### config.mk
export PLATFORM = sky130hd
export DESIGN_NAME = mdg_tracker
export DESIGN_NICKNAME = d
export VERILOG_FILES = /design/src/rtl/mdg_pkg.sv /design/src/rtl/mdg_group_slot.sv /design/src/rtl/mdg_cmd_check.sv /design/src/rtl/mdg_event_route.sv /design/src/rtl/mdg_tracker.sv
export SDC_FILE = /design/constraint.sdc
export NUM_CORES = 2
export LEC_CHECK = 0
export BUFFER_PORTS_ARGS = -buffer_cell sky130_fd_sc_hd__clkbuf_2
export CORE_MARGIN = 4
export CORE_UTILIZATION = 60
export CTS_CLUSTER_SIZE = 16
export DETAILED_ROUTE_END_ITERATION = 7
export PLACE_DENSITY = 0.77
export SYNTH_ARGS = -nofsm -noshare
export SYNTH_HDL_FRONTEND = slang
export SYNTH_SLANG_ARGS = --single-unit
### constraint.sdc
create_clock -name clk -period 13.21 [get_ports clk]
set_input_delay 0 -clock clk [delete_from_list [all_inputs] [get_ports clk]]
set_output_delay 0 -clock clk [all_outputs]
set_load 0.02 [all_outputs]
### src/rtl/mdg_pkg.sv
// Package: shared command encoding for the memory dependency group tracker.
// Assumes one command per clock; codes 6 and 7 are reserved and act as idle.
package mdg_pkg;
    typedef enum logic [2:0] {
        OP_IDLE     = 3'd0,
        OP_CREATE   = 3'd1,
        OP_ADD_MEM  = 3'd2,
        OP_ADD_SUCC = 3'd3,
        OP_ISSUE    = 3'd4,
        OP_DONE     = 3'd5
    } mdg_op_e;
endpackage

### src/rtl/mdg_group_slot.sv
// Module: one table entry. Holds the six counters, both successor vectors,
// the critical member latency and the critical predecessor latency, and
// derives the five status flags. Assumes the caller has already validated
// every event strobe, so no counter can wrap.
module mdg_group_slot #(
    parameter int NUM_GROUPS = 16,
    parameter int CNT_W      = 4,
    parameter int CYC_W      = 6
) (
    input  logic                  clk,
    input  logic                  rst_n,
    input  logic                  alloc_i,
    input  logic                  mem_add_i,
    input  logic                  mem_iss_i,
    input  logic [CYC_W-1:0]      mem_cyc_i,
    input  logic                  mem_done_i,
    input  logic                  pred_add_i,
    input  logic                  pred_iss_i,
    input  logic                  pred_rel_i,
    input  logic                  pred_done_i,
    input  logic                  crit_upd_i,
    input  logic [CYC_W-1:0]      crit_val_i,
    input  logic                  tick_i,
    input  logic                  edge_set_i,
    input  logic                  edge_data_i,
    input  logic [NUM_GROUPS-1:0] edge_dst_i,
    output logic                  live_o,
    output logic [CNT_W-1:0]      pred_o,
    output logic [CNT_W-1:0]      mem_o,
    output logic [CNT_W-1:0]      iss_o,
    output logic [CNT_W-1:0]      cmp_o,
    output logic [NUM_GROUPS-1:0] ord_vec_o,
    output logic [NUM_GROUPS-1:0] dat_vec_o,
    output logic [CYC_W-1:0]      crit_mem_o,
    output logic [CYC_W-1:0]      crit_pred_o,
    output logic                  waiting_o,
    output logic                  pending_o,
    output logic                  ready_o,
    output logic                  executing_o,
    output logic                  executed_o
);
    localparam int SUM_W = CNT_W + 1;

    logic                  live_q;
    logic [CNT_W-1:0]      pred_q, ipred_q, cpred_q;
    logic [CNT_W-1:0]      mem_q, iss_q, cmp_q;
    logic [NUM_GROUPS-1:0] ord_q, dat_q;
    logic [CYC_W-1:0]      critm_q, critp_q;
    logic [SUM_W-1:0]      pred_sum;
    logic [CNT_W-1:0]      open_cnt;
    logic                  wait_raw, exec_raw, done_raw;
    logic [CYC_W-1:0]      critp_tick, critp_next, critm_next;

    // Purpose: derive the status conditions from the counters.
    always_comb begin
        pred_sum = {1'b0, ipred_q} + {1'b0, cpred_q};
        open_cnt = mem_q - cmp_q;
        wait_raw = {1'b0, pred_q} > pred_sum;
        exec_raw = (iss_q != '0) && (iss_q == open_cnt);
        done_raw = (cmp_q == mem_q);
    end

    // Purpose: age the predecessor latency, then merge a data issue event.
    always_comb begin
        critp_tick = (tick_i && wait_raw && critp_q != '0) ? critp_q - 1'b1 : critp_q;
        critp_next = (crit_upd_i && crit_val_i > critp_tick) ? crit_val_i : critp_tick;
        critm_next = (mem_iss_i && mem_cyc_i > critm_q) ? mem_cyc_i : critm_q;
    end

    // Purpose: update all per-group state from the event strobes.
    always_ff @(posedge clk) begin
        if (!rst_n) begin
            live_q  <= 1'b0;
            pred_q  <= '0;
            ipred_q <= '0;
            cpred_q <= '0;
            mem_q   <= '0;
            iss_q   <= '0;
            cmp_q   <= '0;
            ord_q   <= '0;
            dat_q   <= '0;
            critm_q <= '0;
            critp_q <= '0;
        end else begin
            if (alloc_i) live_q <= 1'b1;
            pred_q  <= pred_q + CNT_W'(pred_add_i);
            ipred_q <= ipred_q + CNT_W'(pred_iss_i) - CNT_W'(pred_done_i);
            cpred_q <= cpred_q + CNT_W'(pred_rel_i) + CNT_W'(pred_done_i);
            mem_q   <= mem_q + CNT_W'(mem_add_i);
            iss_q   <= iss_q + CNT_W'(mem_iss_i) - CNT_W'(mem_done_i);
            cmp_q   <= cmp_q + CNT_W'(mem_done_i);
            critm_q <= critm_next;
            critp_q <= critp_next;
            if (edge_set_i && edge_data_i)  dat_q <= dat_q | edge_dst_i;
            if (edge_set_i && !edge_data_i) ord_q <= ord_q | edge_dst_i;
        end
    end

    // Purpose: drive the outputs, masking flags of groups not yet created.
    always_comb begin
        live_o      = live_q;
        pred_o      = pred_q;
        mem_o       = mem_q;
        iss_o       = iss_q;
        cmp_o       = cmp_q;
        ord_vec_o   = ord_q;
        dat_vec_o   = dat_q;
        crit_mem_o  = critm_q;
        crit_pred_o = critp_q;
        waiting_o   = live_q && wait_raw;
        pending_o   = live_q && (ipred_q != '0) && (pred_sum == {1'b0, pred_q});
        ready_o     = live_q && (cpred_q == pred_q);
        executing_o = live_q && exec_raw;
        executed_o  = live_q && done_raw;
    end

    p_member_bound_r3: assert property (@(posedge clk) disable iff (!rst_n)
        ({1'b0, iss_q} + {1'b0, cmp_q}) <= {1'b0, mem_q});

    p_pred_bound_r2: assert property (@(posedge clk) disable iff (!rst_n)
        pred_sum <= {1'b0, pred_q});

    p_exec_excl_r3: assert property (@(posedge clk) disable iff (!rst_n)
        !(executing_o && executed_o));

    p_crit_hold_r8: assert property (@(posedge clk) disable iff (!rst_n)
        (!crit_upd_i && !tick_i) |=> $stable(critp_q));
endmodule

### src/rtl/mdg_cmd_check.sv
// Module: validates the command against the current table state and turns it
// into one accept strobe or a reject strobe. Purely combinational; assumes
// NUM_GROUPS is a power of two so every ID indexes the table.
module mdg_cmd_check
    import mdg_pkg::*;
#(
    parameter int NUM_GROUPS = 16,
    parameter int CNT_W      = 4,
    localparam int ID_W      = $clog2(NUM_GROUPS)
) (
    input  logic [2:0]            op_i,
    input  logic [ID_W-1:0]       gid_i,
    input  logic [ID_W-1:0]       dst_i,
    input  logic [ID_W:0]         next_id_i,
    input  logic [NUM_GROUPS-1:0] live_i,
    input  logic [CNT_W-1:0]      src_mem_i,
    input  logic [CNT_W-1:0]      src_iss_i,
    input  logic [CNT_W-1:0]      src_cmp_i,
    input  logic                  src_executed_i,
    input  logic [NUM_GROUPS-1:0] src_ord_i,
    input  logic [NUM_GROUPS-1:0] src_dat_i,
    input  logic [CNT_W-1:0]      dst_pred_i,
    output logic                  do_create_o,
    output logic                  do_add_mem_o,
    output logic                  do_add_succ_o,
    output logic                  do_issue_o,
    output logic                  do_done_o,
    output logic                  reject_o
);
    localparam logic [CNT_W-1:0] CNT_MAX = '1;
    localparam logic [ID_W:0]    ID_LIM  = (ID_W+1)'(NUM_GROUPS);

    logic gid_ok, dst_ok, has_succ, edge_seen;
    logic [CNT_W:0] used_cnt;

    // Purpose: common validity terms.
    always_comb begin
        gid_ok    = (gid_i != '0) && live_i[gid_i];
        dst_ok    = (dst_i != '0) && live_i[dst_i];
        has_succ  = |(src_ord_i | src_dat_i);
        edge_seen = src_ord_i[dst_i] | src_dat_i[dst_i];
        used_cnt  = {1'b0, src_iss_i} + {1'b0, src_cmp_i};
    end

    // Purpose: accept or reject the command.
    always_comb begin
        do_create_o   = 1'b0;
        do_add_mem_o  = 1'b0;
        do_add_succ_o = 1'b0;
        do_issue_o    = 1'b0;
        do_done_o     = 1'b0;
        reject_o      = 1'b0;
        case (op_i)
            OP_CREATE: begin
                reject_o    = (next_id_i == ID_LIM);
                do_create_o = !reject_o;
            end
            OP_ADD_MEM: begin
                reject_o     = !gid_ok || has_succ || (src_mem_i == CNT_MAX);
                do_add_mem_o = !reject_o;
            end
            OP_ADD_SUCC: begin
                reject_o      = !gid_ok || !dst_ok || (dst_i == gid_i) || src_executed_i
                                || edge_seen || (dst_pred_i == CNT_MAX);
                do_add_succ_o = !reject_o;
            end
            OP_ISSUE: begin
                reject_o   = !gid_ok || (used_cnt == {1'b0, src_mem_i});
                do_issue_o = !reject_o;
            end
            OP_DONE: begin
                reject_o  = !gid_ok || (src_iss_i == '0);
                do_done_o = !reject_o;
            end
            default: ;
        endcase
    end
endmodule

### src/rtl/mdg_event_route.sv
// Module: fans one accepted command out into per-group event strobes,
// including same-cycle release of every order and data successor. Assumes
// at most one accept strobe is high and that the source is never its own
// successor.
module mdg_event_route #(
    parameter int NUM_GROUPS = 16,
    parameter int CNT_W      = 4,
    parameter int CYC_W      = 6,
    localparam int ID_W      = $clog2(NUM_GROUPS)
) (
    input  logic                  do_create_i,
    input  logic                  do_add_mem_i,
    input  logic                  do_add_succ_i,
    input  logic                  do_issue_i,
    input  logic                  do_done_i,
    input  logic [ID_W-1:0]       gid_i,
    input  logic [ID_W-1:0]       dst_i,
    input  logic [ID_W-1:0]       next_idx_i,
    input  logic                  edge_data_i,
    input  logic [CYC_W-1:0]      cyc_i,
    input  logic [CNT_W-1:0]      src_mem_i,
    input  logic [CNT_W-1:0]      src_iss_i,
    input  logic [CNT_W-1:0]      src_cmp_i,
    input  logic                  src_executing_i,
    input  logic [NUM_GROUPS-1:0] src_ord_i,
    input  logic [NUM_GROUPS-1:0] src_dat_i,
    input  logic [CYC_W-1:0]      src_crit_mem_i,
    output logic [NUM_GROUPS-1:0] alloc_o,
    output logic [NUM_GROUPS-1:0] mem_add_o,
    output logic [NUM_GROUPS-1:0] mem_iss_o,
    output logic [NUM_GROUPS-1:0] mem_done_o,
    output logic [NUM_GROUPS-1:0] pred_add_o,
    output logic [NUM_GROUPS-1:0] pred_iss_o,
    output logic [NUM_GROUPS-1:0] pred_rel_o,
    output logic [NUM_GROUPS-1:0] pred_done_o,
    output logic [NUM_GROUPS-1:0] crit_upd_o,
    output logic [CYC_W-1:0]      crit_val_o,
    output logic [NUM_GROUPS-1:0] edge_set_o,
    output logic [NUM_GROUPS-1:0] edge_dst_o
);
    localparam logic [NUM_GROUPS-1:0] ONE = NUM_GROUPS'(1);

    logic [NUM_GROUPS-1:0] gid_oh, dst_oh;
    logic                  goes_exec, goes_done, edge_live, edge_now;
    logic [CYC_W-1:0]      issue_crit;

    // Purpose: detect the source group's state transitions.
    always_comb begin
        gid_oh     = ONE << gid_i;
        dst_oh     = ONE << dst_i;
        goes_exec  = do_issue_i && (({1'b0, src_iss_i} + 1'b1) == {1'b0, src_mem_i - src_cmp_i});
        goes_done  = do_done_i && (({1'b0, src_cmp_i} + 1'b1) == {1'b0, src_mem_i});
        issue_crit = (cyc_i > src_crit_mem_i) ? cyc_i : src_crit_mem_i;
        edge_live  = do_add_succ_i && (edge_data_i || !src_executing_i);
        edge_now   = edge_live && src_executing_i;
    end

    // Purpose: build the per-group strobes.
    always_comb begin
        alloc_o     = do_create_i  ? (ONE << next_idx_i) : '0;
        mem_add_o   = do_add_mem_i ? gid_oh : '0;
        mem_iss_o   = do_issue_i   ? gid_oh : '0;
        mem_done_o  = do_done_i    ? gid_oh : '0;
        pred_add_o  = edge_live    ? dst_oh : '0;
        pred_iss_o  = (edge_now ? dst_oh : '0) | (goes_exec ? src_dat_i : '0);
        pred_rel_o  = goes_exec ? src_ord_i : '0;
        pred_done_o = goes_done ? src_dat_i : '0;
        crit_upd_o  = ((edge_now && edge_data_i) ? dst_oh : '0) | (goes_exec ? src_dat_i : '0);
        crit_val_o  = do_issue_i ? issue_crit : src_crit_mem_i;
        edge_set_o  = edge_live ? gid_oh : '0;
        edge_dst_o  = dst_oh;
    end
endmodule

### src/rtl/mdg_tracker.sv
// Module: top of the memory dependency group tracker. Holds the ID allocator
// and the sticky error flag, muxes the addressed group's state to the command
// checker and the event router, and instantiates one slot per table entry.
// Assumes NUM_GROUPS is a power of two and one command per clock.
module mdg_tracker #(
    parameter int NUM_GROUPS = 16,
    parameter int CNT_W      = 4,
    parameter int CYC_W      = 6,
    localparam int ID_W      = $clog2(NUM_GROUPS)
) (
    input  logic                        clk,
    input  logic                        rst_n,
    input  logic [2:0]                  cmd_op_i,
    input  logic [ID_W-1:0]             cmd_gid_i,
    input  logic [ID_W-1:0]             cmd_dst_i,
    input  logic                        cmd_data_i,
    input  logic [CYC_W-1:0]            cmd_cyc_i,
    input  logic                        tick_i,
    output logic [NUM_GROUPS-1:0]       live_o,
    output logic [NUM_GROUPS-1:0]       waiting_o,
    output logic [NUM_GROUPS-1:0]       pending_o,
    output logic [NUM_GROUPS-1:0]       ready_o,
    output logic [NUM_GROUPS-1:0]       executing_o,
    output logic [NUM_GROUPS-1:0]       executed_o,
    output logic [NUM_GROUPS*CYC_W-1:0] crit_o,
    output logic [ID_W:0]               next_id_o,
    output logic                        err_o
);
    logic [ID_W:0] next_id_q;
    logic          err_q;

    logic [CNT_W-1:0]      pred_a [NUM_GROUPS];
    logic [CNT_W-1:0]      mem_a  [NUM_GROUPS];
    logic [CNT_W-1:0]      iss_a  [NUM_GROUPS];
    logic [CNT_W-1:0]      cmp_a  [NUM_GROUPS];
    logic [NUM_GROUPS-1:0] ord_a  [NUM_GROUPS];
    logic [NUM_GROUPS-1:0] dat_a  [NUM_GROUPS];
    logic [CYC_W-1:0]      critm_a[NUM_GROUPS];

    logic [NUM_GROUPS-1:0] live_v, exec_v, done_v;
    logic do_create, do_add_mem, do_add_succ, do_issue, do_done, reject;
    logic [NUM_GROUPS-1:0] alloc_v, mem_add_v, mem_iss_v, mem_done_v;
    logic [NUM_GROUPS-1:0] pred_add_v, pred_iss_v, pred_rel_v, pred_done_v;
    logic [NUM_GROUPS-1:0] crit_upd_v, edge_set_v, edge_dst_v;
    logic [CYC_W-1:0]      crit_val;

    mdg_cmd_check #(.NUM_GROUPS(NUM_GROUPS), .CNT_W(CNT_W)) u_check (
        .op_i          (cmd_op_i),
        .gid_i         (cmd_gid_i),
        .dst_i         (cmd_dst_i),
        .next_id_i     (next_id_q),
        .live_i        (live_v),
        .src_mem_i     (mem_a[cmd_gid_i]),
        .src_iss_i     (iss_a[cmd_gid_i]),
        .src_cmp_i     (cmp_a[cmd_gid_i]),
        .src_executed_i(done_v[cmd_gid_i]),
        .src_ord_i     (ord_a[cmd_gid_i]),
        .src_dat_i     (dat_a[cmd_gid_i]),
        .dst_pred_i    (pred_a[cmd_dst_i]),
        .do_create_o   (do_create),
        .do_add_mem_o  (do_add_mem),
        .do_add_succ_o (do_add_succ),
        .do_issue_o    (do_issue),
        .do_done_o     (do_done),
        .reject_o      (reject)
    );

    mdg_event_route #(.NUM_GROUPS(NUM_GROUPS), .CNT_W(CNT_W), .CYC_W(CYC_W)) u_route (
        .do_create_i    (do_create),
        .do_add_mem_i   (do_add_mem),
        .do_add_succ_i  (do_add_succ),
        .do_issue_i     (do_issue),
        .do_done_i      (do_done),
        .gid_i          (cmd_gid_i),
        .dst_i          (cmd_dst_i),
        .next_idx_i     (next_id_q[ID_W-1:0]),
        .edge_data_i    (cmd_data_i),
        .cyc_i          (cmd_cyc_i),
        .src_mem_i      (mem_a[cmd_gid_i]),
        .src_iss_i      (iss_a[cmd_gid_i]),
        .src_cmp_i      (cmp_a[cmd_gid_i]),
        .src_executing_i(exec_v[cmd_gid_i]),
        .src_ord_i      (ord_a[cmd_gid_i]),
        .src_dat_i      (dat_a[cmd_gid_i]),
        .src_crit_mem_i (critm_a[cmd_gid_i]),
        .alloc_o        (alloc_v),
        .mem_add_o      (mem_add_v),
        .mem_iss_o      (mem_iss_v),
        .mem_done_o     (mem_done_v),
        .pred_add_o     (pred_add_v),
        .pred_iss_o     (pred_iss_v),
        .pred_rel_o     (pred_rel_v),
        .pred_done_o    (pred_done_v),
        .crit_upd_o     (crit_upd_v),
        .crit_val_o     (crit_val),
        .edge_set_o     (edge_set_v),
        .edge_dst_o     (edge_dst_v)
    );

    for (genvar g = 0; g < NUM_GROUPS; g++) begin : g_slot
        mdg_group_slot #(.NUM_GROUPS(NUM_GROUPS), .CNT_W(CNT_W), .CYC_W(CYC_W)) u_slot (
            .clk        (clk),
            .rst_n      (rst_n),
            .alloc_i    (alloc_v[g]),
            .mem_add_i  (mem_add_v[g]),
            .mem_iss_i  (mem_iss_v[g]),
            .mem_cyc_i  (cmd_cyc_i),
            .mem_done_i (mem_done_v[g]),
            .pred_add_i (pred_add_v[g]),
            .pred_iss_i (pred_iss_v[g]),
            .pred_rel_i (pred_rel_v[g]),
            .pred_done_i(pred_done_v[g]),
            .crit_upd_i (crit_upd_v[g]),
            .crit_val_i (crit_val),
            .tick_i     (tick_i),
            .edge_set_i (edge_set_v[g]),
            .edge_data_i(cmd_data_i),
            .edge_dst_i (edge_dst_v),
            .live_o     (live_v[g]),
            .pred_o     (pred_a[g]),
            .mem_o      (mem_a[g]),
            .iss_o      (iss_a[g]),
            .cmp_o      (cmp_a[g]),
            .ord_vec_o  (ord_a[g]),
            .dat_vec_o  (dat_a[g]),
            .crit_mem_o (critm_a[g]),
            .crit_pred_o(crit_o[g*CYC_W +: CYC_W]),
            .waiting_o  (waiting_o[g]),
            .pending_o  (pending_o[g]),
            .ready_o    (ready_o[g]),
            .executing_o(exec_v[g]),
            .executed_o (done_v[g])
        );
    end

    // Purpose: allocate group IDs and latch any rejected command.
    always_ff @(posedge clk) begin
        if (!rst_n) begin
            next_id_q <= (ID_W+1)'(1);
            err_q     <= 1'b0;
        end else begin
            if (do_create) next_id_q <= next_id_q + 1'b1;
            if (reject)    err_q     <= 1'b1;
        end
    end

    // Purpose: drive the remaining outputs.
    always_comb begin
        live_o      = live_v;
        executing_o = exec_v;
        executed_o  = done_v;
        next_id_o   = next_id_q;
        err_o       = err_q;
    end

    p_err_sticky_r9: assert property (@(posedge clk) disable iff (!rst_n)
        err_q |=> err_q);

    p_reject_frozen_r9: assert property (@(posedge clk) disable iff (!rst_n)
        reject |=> ($stable(live_v) && $stable(next_id_q)));

    p_id_step_r1: assert property (@(posedge clk) disable iff (!rst_n)
        rst_n |=> (next_id_q == $past(next_id_q) || next_id_q == $past(next_id_q) + 1'b1));

    p_live_keep_r1: assert property (@(posedge clk) disable iff (!rst_n)
        rst_n |=> ((live_v & $past(live_v)) == $past(live_v)));

    p_release_excl_r4: assert property (@(posedge clk) disable iff (!rst_n)
        (pred_rel_v & pred_done_v) == '0);
endmodule

==> impl_metrics.ini <==
[clocking]
numCtsBuffers = 115
post_cts_resized = 0
cts_tree = yes
clkTransAtPathRegs_ns = 0.07
cts.sinks = 1110
clk_path_buf_depth = 3
clock_latency_ns = 0.72
htreeDepth = 3
cts-root-buf = clkbuf_16

[route]
met2_length_um = 86220
routed_wl_um = 194100
ant_nets = 0
vias = 52202
drt-initial-drc-count = 5241
drt-vias-per-instance = 6.140
first_pass_iters = 6
wl_per_cell_um = 22.83
highest_layer = met5
wirelength_met1_um = 75470
drc = 0
wl_met3_um = 20250

[timing]
setup_viol = 0
hold_viol_final = 0
fin_ws_ns = 5.272
clock_skew_ns = 0.03463
drv_slew = 0
rsz0062_at_grt = no
slew_headroom = 0.1190
finalSetupTns_ns = 0
period_share = 0.6009
worst_pin_slew_ns = 1.311
fmax_mhz = 126.0
finalCriticalPeriod_ns = 7.938

[global_route]
grt_usage = 0.3383
overflow = 0
antenna_found_initial = 16
grt_pass1_wl_um = 297000
grt_max_degree = 124
grt_pass1_vias = 51176

[status]
status = complete, no violations

[worst_setup_path]
crit_start = cmd_gid_i[1]
arrival_ns = 8.53
critPathLaunchType = input pin
worstRegToRegCells = 25
rr_startpoint = g_slot[15].u_slot.cmp_o[0]
critPathMaxFanout = 60
crit_end = g_slot[8].u_slot.crit_pred_o[1]
cp-end-kind = flop
reg2reg_slack_ns = 5.44
crit_type = input pin to flop
crit_required_ns = 13.80
r2r-end = g_slot[8].u_slot.crit_pred_o[1]

[finish]
stdcell_area_um2 = 70050
final_cell_mix = dfxtp_1, ha_1, nand2_1
final_common_cell = dfxtp_1
final_util = 0.6553
syn_to_final_growth_pct = 8.514
nets = 7785
drive_gt1_frac = 0.1100

[flow_run]
drv_cap = 0

[synth]
yosysSeqAreaShare = 0.3442
synth_cell_types = 89
synth-edff-count = 0
ys.flop_type = dfxtp_1
ys_ff_latch = 1110
syn_inst = 6977
async_reset_ff_frac = 0
ys_warn_count = 0
synthesis.area_um2 = 64560
avgSynthCellArea_um2 = 9.253

[pwr]
clkPwrFrac = 0.468
peakVddDrop_mv = 0.09927
p_per_area_nw_per_um2 = 102.8
p_int_uw = 5459
p_seq_frac = 0.468
net-switching-power_uw = 1743
p_leak_uw = 0.02958
swShare = 0.2420
p_comb_frac = 0.063
finalPower_uw = 7202

[die]
die_width_um = 336.0
die_y_um = 336.0
initial_core_util = 0.6039
io_pins = 219
rows = 120
coreArea_um2 = 106900
dieArea_um2 = 112900

[placed_design]
preCtsSetupSlack_ns = 4.760
portBuffers = 218
gp_congestion = 0.9658
dp_hpwl_um = 138700
place_area_um2 = 65970

[hold_path]
worstHoldPathType = input pin to flop
==> through the flow <==
stage	std cells	hold slack [ns]
floorplan	6981	0.1439
CTS	8497	0.03977
finish	8502	0.08335
detailed placement	8266	0.4187
global placement	8266	0.4129
global route	8497	0.1297
==> synthesized netlist by cell type, drive strengths merged, types with 14 or more instances <==
master	count	area [um^2]
a32oi	22	192.7
nand3b	17	127.6
or4	22	165.2
nor4bb	16	160.2
and4	14	122.6
a211oi	26	195.2
clkbuf	205	769.5
nand4	85	531.8
mux2	36	405.4
nor3b	14	110.1
a31oi	24	168.9
and3	27	168.9
buf	223	1481
mux2i	177	1772
a21o	84	630.6
and2	297	1858
inv	534	2004
nor4	55	365.3
nor2	559	2103
a21oi	178	894.6
xnor2	235	2058
nand2b	37	231.5
o22ai	74	462.9
nand2	633	2376
o21a	71	533.0
nor2b	65	406.6
fa	82	1642
o21ai	543	2718
dfxtp	1110	22220
ha	688	8608
xor2	230	2014
nor3	91	466.7
nand3	164	820.8
mux4	200	4504
==> power by group through the flow <==
| stage | Combinational (uW) | Clock [uW] | Sequential, uW |
|---|---|---|---|
| finish | 456 | 3370 | 3370 |
| global route | 487 | 3530 | 3370 |
| CTS | 444 | 3390 | 3370 |
| detailed placement | 437 | 0 | 3450 |
| global placement | 427 | 0 | 3450 |
| floorplan | 304 | 0 | 3440 |
==> sequential cells by signal, indices dropped and copies added, names as in the netlist <==
register,flops
g_slot.u_slot.dat_vec_o,256
g_slot.u_slot.ord_vec_o,256
g_slot.u_slot.crit_mem_o,96
g_slot.u_slot.crit_pred_o,96
g_slot.u_slot.cmp_o,64
g_slot.u_slot.cpred_q,64
g_slot.u_slot.ipred_q,64
g_slot.u_slot.iss_o,64
g_slot.u_slot.mem_o,64
g_slot.u_slot.pred_o,64
g_slot.u_slot.live_o,16
next_id_o,5
err_o,1
==> critical path: stages <==
cell and delay [ns]:
buf_8 0.33, buf_4 0.84, mux4_2 0.48, mux4_2 0.54
ha_1 0.24, fa_1 0.43, or3b_2 0.48, nor2_1 0.12
nand3_1 0.08, nand4bb_1 0.14, o32ai_1 0.11, a2111oi_2 0.85
nor3_4 0.21, mux2i_2 0.22, buf_4 0.27, inv_1 0.74
ha_1 0.38, nor2b_1 0.14, o21a_1 0.16, o21ai_0 0.15
nand2b_1 0.07, a21oi_1 0.15, nor2b_1 0.07, o22a_1 0.21
nor3b_2 0.16, a41oi_2 0.43, mux2_2 0.39
==> how the worst min path moves through the flow <==
stage	to	depth (start not counted)	from	slack (ns)
after floorplan	g_slot[10].u_slot.crit_mem_o[5]	2	cmd_cyc_i[5]	0.14
after global placement	g_slot[0].u_slot.crit_mem_o[5]	2	g_slot[0].u_slot.crit_mem_o[5]	0.41
after detailed placement	g_slot[0].u_slot.crit_mem_o[3]	2	g_slot[0].u_slot.crit_mem_o[3]	0.42
after CTS	g_slot[8].u_slot.ipred_q[0]	5	cmd_data_i	0.04
after global routing	g_slot[14].u_slot.ipred_q[0]	5	cmd_data_i	0.13
final	g_slot[8].u_slot.ipred_q[0]	5	cmd_data_i	0.08
==> cells by family after synthesis <==
group	synth area share
AND/OR/NAND/NOR	0.1594
AO/OA/AOI/OAI	0.1043
flip-flops	0.3442
buffers and inverters	0.06597
adder cells (fa/ha/maj)	0.1588
XOR/XNOR	0.06378
multiplexers	0.1035
other	0.00005809
==> final cells by class <==
type | instances | area [um^2]
fillers | 8396 | 36850
inverters | 535 | 2016
clock inverters | 53 | 559.3
flip-flops and latches | 1110 | 22220
clock buffers | 164 | 3374
diodes | 5 | 12.51
multi-input cells | 4908 | 38140
repair buffers | 324 | 1974
well taps | 1403 | 1755
==> per-layer routing <==
| layer | vias up | GRT usage |
|---|---|---|
| met4 | 10 | 0.1918 |
| met3 | 609 | 0.07723 |
| li1 | 23987 | - |
| met5 | - | 0 |
| met1 | 25065 | 0.4306 |
| met2 | 2531 | 0.5324 |
==> repair_timing <==
action	in CTS	in global routing
hold endpoints to repair	180	0
setup endpoints to repair	0	0
buffers inserted	0	0
hold buffers	14	0
No activity file was read; power rests on OpenSTA's default activity.
